[config.mk]
export PLATFORM = sky130hd
export DESIGN_NAME = bwrom_port
export DESIGN_NICKNAME = d
export VERILOG_FILES = /design/src/rtl/bwrom_pkg.sv /design/src/rtl/bwrom_age_timer.sv /design/src/rtl/bwrom_fetch.sv /design/src/rtl/bwrom_drive_gate.sv /design/src/rtl/bwrom_port.sv
export SDC_FILE = /design/constraint.sdc
export NUM_CORES = 1
export LEC_CHECK = 0
export ABC_CLOCK_PERIOD_IN_PS = 2400
export BUFFER_PORTS_ARGS = -buffer_cell sky130_fd_sc_hd__buf_4
export CORE_ASPECT_RATIO = 2
export CORE_MARGIN = 2
export CORE_UTILIZATION = 40
export DETAILED_ROUTE_END_ITERATION = 7
export PLACE_DENSITY = 0.64
export SETUP_SLACK_MARGIN = 0.05
export SLEW_MARGIN = 40
export SYNTH_ARGS = -nofsm -noshare
export SYNTH_HDL_FRONTEND = slang
export SYNTH_HIERARCHICAL = 1
export SYNTH_SLANG_ARGS = --single-unit
[constraint.sdc]
create_clock -name clk -period 2.4 [get_ports clk]
set_input_delay 0.24 -clock clk [delete_from_list [all_inputs] [get_ports clk]]
set_output_delay 0.24 -clock clk [all_outputs]
set_load 0.01 [all_outputs]
[src/rtl/bwrom_pkg.sv]
`timescale 1ns/1ps
package bwrom_pkg;
  localparam int OEB_LOW    = 0;
  localparam int OEB_HIGH   = 1;
  localparam int OEB_IGNORE = 2;

  // contents of the array: a mixing function of the word index and a seed
  function automatic logic [15:0] rom_word(input logic [31:0] idx, input logic [31:0] seed);
    logic [31:0] t;
    t = idx * 32'd40503 + seed;
    return t[23:8] ^ t[15:0];
  endfunction

  // places a word or one of its halves on the lanes
  function automatic logic [15:0] lane_pick(input logic [15:0] w, input logic word, input logic hi);
    if (word) return w;
    return {8'h00, (hi ? w[15:8] : w[7:0])};
  endfunction
endpackage

[src/rtl/bwrom_age_timer.sv]
`timescale 1ns/1ps
module bwrom_age_timer #(
  parameter int LIMIT = 4
) (
  input  logic clk,
  input  logic rst_n,
  input  logic run,
  input  logic restart,
  output logic done,
  output logic done_next,
  output logic [$clog2(LIMIT+1)-1:0] age
);
  localparam int W = $clog2(LIMIT+1);
  localparam logic [W-1:0] LIM = W'(LIMIT);
  localparam logic [W-1:0] ONE = W'(1);

  logic [W-1:0] age_nx;

  always_comb begin
    if (!run)            age_nx = '0;
    else if (restart)    age_nx = ONE;
    else if (age == LIM) age_nx = LIM;
    else                 age_nx = age + ONE;
  end

  always_ff @(posedge clk or negedge rst_n) begin
    if (!rst_n) age <= '0;
    else        age <= age_nx;
  end

  assign done      = (age == LIM);
  assign done_next = (age_nx == LIM);
endmodule

[src/rtl/bwrom_fetch.sv]
`timescale 1ns/1ps
module bwrom_fetch import bwrom_pkg::*; #(
  parameter int          ADDR_W = 17,
  parameter logic [31:0] SEED   = 32'h0000_1234
) (
  input  logic              clk,
  input  logic              rst_n,
  input  logic              load,
  input  logic              word,
  input  logic              hi,
  input  logic [ADDR_W-1:0] addr,
  output logic [15:0]       data_q
);
  logic [15:0] picked;
  assign picked = lane_pick(rom_word(32'(addr), SEED), word, hi);

  always_ff @(posedge clk or negedge rst_n) begin
    if (!rst_n)    data_q <= '0;
    else if (load) data_q <= picked;
  end
endmodule

[src/rtl/bwrom_drive_gate.sv]
`timescale 1ns/1ps
module bwrom_drive_gate #(
  parameter int TOE_CYC = 2
) (
  input  logic        clk,
  input  logic        rst_n,
  input  logic        gate,
  input  logic        oe_done,
  input  logic        word_q,
  output logic        drive,
  output logic [15:0] lane_en,
  output logic [$clog2(TOE_CYC+1)-1:0] tail
);
  localparam int TW = $clog2(TOE_CYC+1);

  always_ff @(posedge clk or negedge rst_n) begin
    if (!rst_n)            tail <= '0;
    else if (gate)         tail <= '0;
    else if (oe_done)      tail <= TW'(TOE_CYC);
    else if (tail != '0)   tail <= tail - TW'(1);
  end

  assign drive   = oe_done | (tail != '0);
  assign lane_en = drive ? (word_q ? 16'hFFFF : 16'h00FF) : 16'h0000;

  // a gate closing while fully open leaves the lanes driven next cycle
  assert_tail_hold_R10: assert property (@(posedge clk) disable iff (!rst_n)
    (oe_done && !gate) |=> drive);
endmodule

[src/rtl/bwrom_port.sv]
`timescale 1ns/1ps
module bwrom_port import bwrom_pkg::*; #(
  parameter int          ADDR_W      = 17,
  parameter int          TAA_CYC     = 4,
  parameter int          TACE_CYC    = 4,
  parameter int          TOE_CYC     = 2,
  parameter bit          OE_A_ACTIVE = 1'b0,
  parameter int          OE_B_MODE   = OEB_HIGH,
  parameter logic [31:0] SEED        = 32'h0000_1234
) (
  input  logic              clk,
  input  logic              rst_n,
  input  logic              chip_sel_n,
  input  logic              oe_a_in,
  input  logic              oe_b_in,
  input  logic              word_mode,
  input  logic [ADDR_W-1:0] addr,
  input  logic              lsb_io_in,
  output logic [15:0]       dout,
  output logic [15:0]       dout_en,
  output logic              valid
);
  localparam int KEY_W = ADDR_W + 2;
  localparam int AW    = $clog2(TAA_CYC+1);
  localparam int CW    = $clog2(TACE_CYC+1);
  localparam int OW    = $clog2(TOE_CYC+1);

  // access key: mode, word address, byte select (zero in word mode)
  logic [KEY_W-1:0] key, key_q;
  logic             key_change;
  assign key        = {word_mode, addr, (~word_mode) & lsb_io_in};
  assign key_change = (key != key_q);

  always_ff @(posedge clk or negedge rst_n) begin
    if (!rst_n) key_q <= '0;
    else        key_q <= key;
  end

  logic word_q;
  assign word_q = key_q[KEY_W-1];

  // enable decoding
  logic chip_on, oea_ok, oeb_ok, gate;
  assign chip_on = ~chip_sel_n;
  assign oea_ok  = (oe_a_in == OE_A_ACTIVE);
  generate
    if (OE_B_MODE == OEB_IGNORE) begin : g_oeb_ignore
      assign oeb_ok = 1'b1;
    end else begin : g_oeb_level
      assign oeb_ok = (oe_b_in == OE_B_MODE[0]);
    end
  endgenerate
  assign gate = chip_on & oea_ok & oeb_ok;

  // three access-age counters
  logic          a_done, a_done_nx, c_done, c_done_nx, o_done, o_done_nx;
  logic [AW-1:0] a_age;
  logic [CW-1:0] c_age;
  logic [OW-1:0] o_age;

  bwrom_age_timer #(.LIMIT(TAA_CYC)) u_addr_age (
    .clk(clk), .rst_n(rst_n), .run(1'b1), .restart(key_change),
    .done(a_done), .done_next(a_done_nx), .age(a_age));

  bwrom_age_timer #(.LIMIT(TACE_CYC)) u_chip_age (
    .clk(clk), .rst_n(rst_n), .run(chip_on), .restart(1'b0),
    .done(c_done), .done_next(c_done_nx), .age(c_age));

  bwrom_age_timer #(.LIMIT(TOE_CYC)) u_oe_age (
    .clk(clk), .rst_n(rst_n), .run(gate), .restart(1'b0),
    .done(o_done), .done_next(o_done_nx), .age(o_age));

  // data register loads on the edge where the address access completes
  logic [15:0] data_q;
  bwrom_fetch #(.ADDR_W(ADDR_W), .SEED(SEED)) u_fetch (
    .clk(clk), .rst_n(rst_n), .load(a_done_nx), .word(word_mode),
    .hi(lsb_io_in), .addr(addr), .data_q(data_q));

  // lane drive with disable tail
  logic          drive;
  logic [15:0]   lane_en;
  logic [OW-1:0] tail;
  bwrom_drive_gate #(.TOE_CYC(TOE_CYC)) u_gate (
    .clk(clk), .rst_n(rst_n), .gate(gate), .oe_done(o_done), .word_q(word_q),
    .drive(drive), .lane_en(lane_en), .tail(tail));

  assign dout    = data_q;
  assign dout_en = lane_en;
  assign valid   = a_done & c_done & o_done;

  // upper lanes never drive in byte mode
  assert_upper_float_R3: assert property (@(posedge clk) disable iff (!rst_n)
    !word_q |-> (dout_en[15:8] == 8'h00));

  // deselected chip with tail spent leaves all lanes floating
  assert_standby_float_R4: assert property (@(posedge clk) disable iff (!rst_n)
    (c_age == '0 && tail == '0) |-> (dout_en == 16'h0000));

  // the output gate only ages while the chip is selected
  assert_gate_needs_chip_R5: assert property (@(posedge clk) disable iff (!rst_n)
    (o_age != '0) |-> (c_age != '0));

  // valid data is always on driven lanes
  assert_valid_driven_R7: assert property (@(posedge clk) disable iff (!rst_n)
    valid |-> (&dout_en[7:0]) && drive);

  // pending address access keeps the previous data
  assert_hold_data_R8: assert property (@(posedge clk) disable iff (!rst_n)
    !a_done |-> $stable(dout));

  // any change of the access key drops valid on the next cycle
  assert_restart_R9: assert property (@(posedge clk) disable iff (!rst_n)
    (TAA_CYC > 1 && key_change) |=> !valid);
endmodule

==> metrics.md, run 1 <==
| Metric | Value |
|---|---|
| Status | complete, but fails checks |
| Violations in the final reports | negative setup slack |
| Clk buf depth | 2 |
| Max FO, Critical Path | 3 |
| RSZ-0062 raised after global routing | yes |
| Netlist Area Pre-Place | 6940 um2 |
| Period minus WS final | 4.85 ns |
| Final wirelength | 17400 um |
| CP Data Required Time | 2.61 ns |
| Gr ovfl total | 0 |
| Syn. warnings | 6 |
| Antenna Cells | 0 |
| Clock root cell | clkbuf_16 |
| Worst clock skew | 0.00740 ns |
| Via/cell ratio | 4.84 |
| Hold path depth | 2 |
| DRC Markers | 0 |
| Worst R2R Path Depth | 10 |
| Post-place instance area | 8710 um2 |
| CP startpoint kind | input pin |
| Routed via count | 5191 |
| GP Congestion | 0.879 |
| DR iter-0 viols | 122 |
| Worst hold path startpoint | word_mode |
| Synth Area per Inst | 10.1 um2 |
| Vias in the first global route | 5809 |
| FF-to-FF Start | key_q[15] |
| Worst r2r dst | u_fetch/data_q[1] |
| Std-Cell Rows | 68 |
| Design area | 9330 um2 |
| Wire per inst | 16.2 um |
| Syn Inst Count | 688 |
| Layout Nets | 1093 |
| Register area | 1130 um2 |
| Reg clk slew, reported paths | 0.07 ns |
| Fill cells | 1484 |
| Slew HR | 60.0% |
| Die extent in x | 97.1 um |
| First-pass GRT wire length | 28400 um |
| Worst reg2reg setup slack | -0.24 ns |
| Layout area overhead | 34.5% |
| Die H | 190 um |
| Met1 Resource Use GR | 22.8% |
| Final-report hold violation count | 0 |
| Dpl cells | 1059 |
| Worst-Margin Slew | 0.600 ns |
| CTS tree | done |
| Die Area | 18500 um2 |
| Starting density of the core | 40.6% |
| Initial antenna violation count | 0 |
| CTS sink count | 45 |
| Placeable Area | 17100 um2 |
| Met3 usage | 1.43% |
| Largest net degree at the start of global routing | 46 |
| GRT Total Usage | 19.7% |
| Clock latency on the worst-skew pair | 0.30 ns |
| Pre-CTS WS | -2.81 ns |
| F_max | 206 MHz |
| Port bufs | 56 |
| Layout cells sized above 1 | 34.4% |
| Post-route ant nets | 0 |
| # H-tree levels | 2 |
| Dpl hpwl | 14800 um |
| Layout Cells excl Fill | 1073 |
| Hold path endpoint | key_q[0] |
| Crit end category | flip-flop |
| Pre-Repair DR Iteration Count | 4 |
| Multi-input combinational cell area | 5680 um2 |
| Slack of the critical path | -2.45 ns |
| Crit path DAT | 5.07 ns |
| TritonCTS buffer count | 5 |
| Crit Path Category | input pin to flip-flop |
| Busiest grt layer | met2 |
| Final setup fails | 16 |
| Max Slew Vio Count | 0 |
| GR Util met2 | 37.3% |
| Final Cycle Share | 202% |
| Hold Path Class | input pin to flip-flop |
| Final core utilization | 54.6% |
| Io pins | 57 |
| Total of max-cap violations | 0 |
[layout make-up]
class | instances | area share [%]
Clock inverter | 3 | 0.268
Tap cell | 210 | 2.82
Multi-Input combinational cell | 459 | 60.8
Inverter | 171 | 6.90
Clock buffer | 5 | 1.34
Sequential cell | 45 | 12.1
Timing Repair Buffer | 180 | 15.8
[metrics by stage]
step                TNS, ns  hold WS, ns
floorplan            -34.36      -0.0556
global placement     -41.63        0.286
detailed placement   -42.22        0.293
CTS                  -35.79        0.120
global route         -38.39        0.132
finish               -35.84        0.124
[what timing repair did]
item / in CTS / in global routing
buffers inserted: 4 / 2
cloned: 0 / 0
endpoints found under the setup margin: 16 / 16
pin swaps: 35 / 29
gates resized for setup: 66 / 25
endpoints found under the hold margin: 45 / 0
hold buffers: 1 / 0
[sequential cells by signal, summed over array words and instances, names as in the netlist]
name / count
u_fetch/data_q: 16
u_oe_age/age: 2
u_chip_age/age: 3
u_addr_age/age: 3
u_gate/tail: 2
key_q: 19
[layout by cell type (no fill, tap or decap), drive strengths merged, types with 3 or more instances in the layout]
cell type and count:
inv 173, nand3 6, xnor2 31, clkbuf 5, nand4 4, o221ai 4
or3 3, mux2 3, o211ai 4, ha 112, nand2b 11, and3b 5
nor4 6, and2 4, xor2 27, a21oi 22, conb 9, nor4b 3
nor2b 7, fa 95, a21o 5, o22ai 7, buf 179, dfrtp 45
a31o 3, o21ai 15, nand2 16, o21a 7, nor3b 5, nor2 17
[worst max-delay path, stage by stage]
cell	delay [ns]
buf_8	0.11
ha_4	0.27
inv_4	0.03
fa_1	0.51
fa_2	0.55
inv_2	0.04
fa_1	0.44
fa_1	0.49
inv_1	0.05
fa_1	0.51
inv_2	0.05
ha_4	0.15
a21o_1	0.18
a21oi_2	0.18
o21bai_1	0.11
or3_1	0.32
o22a_1	0.19
a31oi_1	0.18
xnor3_1	0.29
o221ai_1	0.17
[worst max path at each step]
stage / from / endpoint / slack, ns
2_1_floorplan: addr[4] / u_fetch/data_q[6] / -2.44
3_3_place_gp: addr[11] / u_fetch/data_q[6] / -2.75
3_5_place_dp: addr[11] / u_fetch/data_q[4] / -2.81
4_1_cts: addr[11] / u_fetch/data_q[4] / -2.44
5_1_grt: addr[10] / u_fetch/data_q[4] / -2.61
6_report: addr[10] / u_fetch/data_q[7] / -2.45
[metal layers]
metal	share of wire [%]	wire length [um]	up-vias
li1	-	-	2516
met1	40	6930	2561
met2	54	9470	81
met3	2.4	411	33
met4	3.3	573	0
met5	0	0	-
Power of run 1 is left out: the tool's default activity adds up to more than one toggle a clock period on the data nets, which glitch-free logic cannot reach.
==> run 2, diff against run 1 <==
--- a/config.mk
+++ b/config.mk
@@ -11,6 +11,7 @@
 export CORE_MARGIN = 2
 export CORE_UTILIZATION = 40
 export DETAILED_ROUTE_END_ITERATION = 7
+export GPL_TIMING_DRIVEN = 0
 export PLACE_DENSITY = 0.64
 export SETUP_SLACK_MARGIN = 0.05
 export SLEW_MARGIN = 40
==> metrics.md, run 2 (synthesis results as in run 1) <==
| Metric | Value |
|---|---|
| Reg clk slew, reported paths | 0.07 ns (about the same) |
| Worst clock skew | 0.00530 ns (-0.00210 ns) |
| First-pass GRT wire length | 27700 um (-2.6%) |
| Io pins | 57 (unchanged) |
| Most common cell after layout, fill and taps aside | inv_1 |
| Slew HR | 42.4% (-18 points) |
| FF-to-FF Start | key_q[13] |
| Largest net degree at the start of global routing | 46 (unchanged) |
| Die Area | 18500 um2 (unchanged) |
| Crit Path Category | input pin to flip-flop |
| Clk buf depth | 2 (unchanged) |
| GRT Total Usage | 18.9% (-0.83 points) |
| Slack of the critical path | -2.45 ns (+0.00566 ns) |
| DRC Markers | 0 (unchanged) |
| Dpl hpwl | 13300 um (-10%) |
| Final Cycle Share | 202% (-0.24 points) |
| Clock latency on the worst-skew pair | 0.30 ns (about the same) |
| Worst-Margin Slew | 0.856 ns (+0.255 ns) |
| Crit path DAT | 5.07 ns (about the same) |
| GP Congestion | 0.837 (-4.8%) |
| Largest regs | key_q (19), u_fetch/data_q (16) |
| Design area | 9040 um2 (-3.2%) |
| Antenna Cells | 0 (unchanged) |
| Final-report hold violation count | 0 (unchanged) |
| # H-tree levels | 2 (unchanged) |
| Clock root cell | clkbuf_16 |
| Hold path endpoint | key_q[13] |
| Met3 usage | 1.17% (-0.26 points) |
| Final core utilization | 52.9% (-1.7 points) |
| CP Data Required Time | 2.62 ns (about the same) |
| Period minus WS final | 4.85 ns (-0.00566 ns) |
| Routed via count | 5052 (-2.7%) |
| Max Slew Vio Count | 0 (unchanged) |
| CTS tree | done |
| Placeable Area | 17100 um2 (unchanged) |
| Fill cells | 1477 (-0.47%) |
| Pre-Repair DR Iteration Count | 4 (unchanged) |
| CP startpoint kind | input pin |
| Hold path depth | 1 (-1) |
| Starting density of the core | 40.6% (unchanged) |
| Layout area overhead | 30.3% |
| Die H | 190 um (unchanged) |
| Largest register by flop count | key_q |
| DR iter-0 viols | 160 (+31%) |
| Via/cell ratio | 4.99 (+3.2%) |
| RSZ-0062 raised after global routing | yes |
| Port bufs | 56 (unchanged) |
| Violations in the final reports | negative setup slack |
| Final setup fails | 16 (unchanged) |
| Std-Cell Rows | 68 (unchanged) |
| Largest register FFs | 19 (unchanged) |
| Met1 Resource Use GR | 22.8% (+0.045 points) |
| Worst hold path startpoint | addr[12] |
| Hold Path Class | input pin to flip-flop |
| Status | complete, but fails checks |
| Worst r2r dst | u_fetch/data_q[2] |
| Hold slack | 0.0755 ns (-0.0488 ns) |
| Final wirelength | 16800 um (-3.2%) |
| Vias in the first global route | 5541 (-4.6%) |
| Worst reg2reg setup slack | -1.28 ns (-1.04 ns) |
| Max FO, Critical Path | 3 (unchanged) |
| Total of max-cap violations | 0 (unchanged) |
| GR Util met2 | 34.9% (-2.4 points) |
| Post-place instance area | 7920 um2 (-9.1%) |
| Wire per inst | 16.6 um (+2.7%) |
| Crit end category | flip-flop |
| Post-route ant nets | 0 (unchanged) |
| Layout cells sized above 1 | 29.8% (-4.6 points) |
| Gr ovfl total | 0 (unchanged) |
| Worst R2R Path Depth | 8 (-2) |
| Die extent in x | 97.1 um (unchanged) |
| Initial antenna violation count | 1 (+1) |
| TritonCTS buffer count | 5 (unchanged) |
| Layout Nets | 1032 (-5.6%) |
| Busiest grt layer | met2 |
| CTS sink count | 45 (unchanged) |
| F_max | 206 MHz (+0.12%) |
| Commonest cells after routing, fill and taps aside | inv_1, fa_1, buf_4, ha_1, dfrtp_1 |
[run 2: cell count changes in the layout (fill, tap and decap cells not counted), sizes merged]
cell	delta
inv	-1
clkbuf	+4
clkinv	+1
buf	-65
[run 2: how the worst max path moves through the flow]
stage              from           endpoint  slack [ns]  depth (start not counted)
6_report        addr[6]  u_fetch/data_q[7]       -2.45                         20
3_3_place_gp   addr[10]  u_fetch/data_q[6]       -3.00                         20
5_1_grt         addr[6]  u_fetch/data_q[7]       -2.60                         20
2_1_floorplan   addr[4]  u_fetch/data_q[6]       -2.44                         19
3_5_place_dp   addr[10]  u_fetch/data_q[6]       -3.04                         20
4_1_cts         addr[6]  u_fetch/data_q[7]       -2.55                         20
[run 2: repair_timing]
action                                  CTS  global route
hold buffers                              1             0
hold endpoints to repair                 45             0
cloned                                    0             1
buffers inserted                         27            16
endpoints found under the setup margin   16            16
gates resized for setup                  85            46
pin swaps                                55            37
[run 2: critical path: stages]
cell,delay [ns]
buf_16,0.11
fa_1,0.48
ha_1,0.31
inv_2,0.04
fa_1,0.47
inv_1,0.05
fa_1,0.45
fa_1,0.49
inv_1,0.05
fa_1,0.49
inv_2,0.05
ha_4,0.21
a21o_1,0.20
a21oi_4,0.19
o21bai_4,0.10
or3_1,0.33
o22a_1,0.20
a31oi_2,0.16
xnor3_2,0.32
o221ai_2,0.14
[run 2: through the flow]
stage          std cells  worst slack, ns  setup TNS, ns
6_report            1012            -2.45         -36.46
2_1_floorplan        695            -2.44         -34.36
5_1_grt             1012            -2.60         -38.78
4_1_cts              996            -2.55         -37.09
3_3_place_gp         961            -3.00         -43.74
3_5_place_dp         961            -3.04         -44.45
[run 2: area by class of cell]
| type | instances | area [um2] | area share [%] |
|---|---|---|---|
| Buffer | 18 | 124 | 1.37 |
| Clock buffer | 5 | 125 | 1.38 |
| Clock inverter | 3 | 25.0 | 0.277 |
| Inverter | 171 | 647 | 7.16 |
| Multi-Input combinational cell | 459 | 5710 | 63.2 |
| Sequential cell | 45 | 1130 | 12.5 |
| Tap cell | 210 | 263 | 2.91 |
| Timing Repair Buffer | 101 | 1020 | 11.2 |
[run 2: per-layer routing]
layer | share of wire [%] | wire length (um) | vias up
li1 | - | - | 2401
met1 | 39 | 6630 | 2532
met2 | 54 | 9130 | 90
met3 | 3.2 | 541 | 29
met4 | 3.1 | 527 | 0
met5 | 0 | 0 | -
Power of run 2 is left out for the same reason.
==> run 3, diff against run 2 <==
--- a/config.mk
+++ b/config.mk
@@ -7,7 +7,7 @@
 export LEC_CHECK = 0
 export ABC_CLOCK_PERIOD_IN_PS = 2400
 export BUFFER_PORTS_ARGS = -buffer_cell sky130_fd_sc_hd__buf_4
-export CORE_ASPECT_RATIO = 2
+export CORE_ASPECT_RATIO = 0.9
 export CORE_MARGIN = 2
 export CORE_UTILIZATION = 40
 export DETAILED_ROUTE_END_ITERATION = 7
==> metrics.md, run 3 (synthesis results as in run 1) <==
| Metric | Value |
|---|---|
| Worst clock skew | 0.00555 ns (+0.000248 ns) |
| Layout cells sized above 1 | 26.3% (-3.5 points) |
| Total of max-cap violations | 0 (unchanged) |
| Wire per inst | 15.2 um (-8.7%) |
| Violations in the final reports | negative setup slack |
| Io pins | 57 (unchanged) |
| Port bufs | 56 (unchanged) |
| Pre-Repair DR Iteration Count | 4 (unchanged) |
| Worst R2R Path Depth | 8 (unchanged) |
| Via/cell ratio | 4.71 (-5.7%) |
| Clock root cell | clkbuf_16 |
| CP Data Required Time | 2.56 ns (-0.06 ns) |
| Largest register by flop count | key_q |
| Final setup fails | 16 (unchanged) |
| Die H | 129 um (-32%) |
| Clk buf depth | 2 (unchanged) |
| First-pass GRT wire length | 26100 um (-5.6%) |
| Pre-CTS WS | -3.05 ns (-0.00132 ns) |
| CTS tree | done |
| Gr ovfl total | 0 (unchanged) |
| Most common cell after layout, fill and taps aside | inv_1 |
| GRT Total Usage | 18.4% (-0.48 points) |
| Starting density of the core | 40.9% (+0.37 points) |
| Largest regs | key_q (19), u_fetch/data_q (16) |
| DRC Markers | 0 (unchanged) |
| TritonCTS buffer count | 5 (unchanged) |
| Std-Cell Rows | 45 (-34%) |
| Vias in the first global route | 5096 (-8.0%) |
| Dpl cells | 986 (+2.6%) |
| Final Cycle Share | 205% (+3.2 points) |
| Slack of the critical path | -2.53 ns (-0.0759 ns) |
| Routed via count | 4816 (-4.7%) |
| Layout area overhead | 26.6% |
| CP startpoint kind | input pin |
| Layout Cells excl Fill | 1023 (+1.1%) |
| Worst r2r dst | u_fetch/data_q[1] |
| Final core utilization | 51.8% (-1.0 points) |
| Period minus WS final | 4.93 ns (+0.0759 ns) |
| Layout Nets | 1017 (-1.5%) |
| Status | complete, but fails checks |
| # H-tree levels | 2 (unchanged) |
| Crit path DAT | 5.09 ns (+0.02 ns) |
| Max FO, Critical Path | 5 (+2) |
| Worst Setup SP | addr[4] |
| Largest register FFs | 19 (unchanged) |
| Hold slack | 0.111 ns (+0.0351 ns) |
| RSZ-0062 raised after global routing | yes |
| Setup crit end | u_fetch/data_q[4] |
| Post-route ant nets | 0 (unchanged) |
| CTS sink count | 45 (unchanged) |
| Commonest cells after routing, fill and taps aside | inv_1, fa_1, ha_1, buf_4, dfrtp_1 |
| Largest net degree at the start of global routing | 46 (unchanged) |
| DR iter-0 viols | 173 (+8.1%) |
| Final-report hold violation count | 0 (unchanged) |
| Worst reg2reg setup slack | -0.80 ns (+0.48 ns) |
| Dpl hpwl | 12400 um (-6.6%) |
| Crit Path Category | input pin to flip-flop |
| Placeable Area | 16900 um2 (-0.90%) |
| F_max | 203 MHz (-1.5%) |
| Clock latency on the worst-skew pair | 0.29 ns (about the same) |
| Die extent in x | 143 um (+47%) |
| Final wirelength | 15500 um (-7.7%) |
| GP Congestion | 0.797 (-4.7%) |
| Die Area | 18400 um2 (-0.34%) |
| FF-to-FF Start | key_q[13] |
| Initial antenna violation count | 0 (-1) |
| Max Slew Vio Count | 0 (unchanged) |
| Reg clk slew, reported paths | 0.06 ns (about the same) |
| Crit end category | flip-flop |
| Hold path depth | 1 (unchanged) |
| Hold Path Class | input pin to flip-flop |
| Slew HR | 54.8% (+12 points) |
| Worst-Margin Slew | 0.672 ns (-0.183 ns) |
## run 3: worst min path at each step
| stage | from | to | slack, ns |
|---|---|---|---|
| 6_report | addr[15] | key_q[16] | 0.11 |
| 5_1_grt | addr[15] | key_q[16] | 0.1 |
| 4_1_cts | addr[15] | key_q[16] | 0.1 |
| 3_5_place_dp | rst_n | key_q[9] | 0.28 |
| 3_3_place_gp | rst_n | key_q[13] | 0.28 |
| 2_1_floorplan | rst_n | key_q[0] | -0.06 |
## run 3: timing repair
action	in CTS	in global routing
gates resized for setup	62	31
setup endpoints to repair	16	16
buffers inserted	21	7
hold endpoints to repair	45	0
hold buffers	1	0
pin swaps	33	20
## run 3: stage by stage
stage	TNS (ns)	cell area, um2
2_1_floorplan	-34.36	7230
3_3_place_gp	-43.41	7950
3_5_place_dp	-43.81	7950
4_1_cts	-36.71	8590
5_1_grt	-39.35	8780
6_report	-36.64	8780
## run 3: layout make-up
cell class | instances | area (um2)
inverters | 171 | 642
plain buffers | 19 | 135
well taps | 235 | 294
fillers | 1544 | 8170
clock buffers | 6 | 129
multi-input cells | 459 | 5610
repair buffers | 85 | 801
diodes | 1 | 2.50
flip-flops and latches | 45 | 1130
clock inverters | 2 | 38.8
## run 3: worst max-delay path: stages
cell and delay [ns]:
buf_16 0.12, fa_1 0.47, ha_1 0.28, inv_1 0.04
fa_1 0.51, inv_2 0.05, fa_1 0.46, fa_1 0.50
inv_1 0.05, fa_1 0.49, inv_2 0.05, ha_4 0.23
a21o_1 0.16, a21oi_2 0.18, buf_4 0.14, nand3b_1 0.09
o21ai_2 0.18, mux2_4 0.35, o31ai_4 0.23, xor2_1 0.17
a21oi_1 0.08
## run 3: routing by layer
metal | global-route usage (%) | wire length [um]
met5 | 0 | 0
met4 | 3.61 | 166
met3 | 2.05 | 283
met2 | 31.3 | 7510
met1 | 25.7 | 7580
Power of run 3 is left out for the same reason.
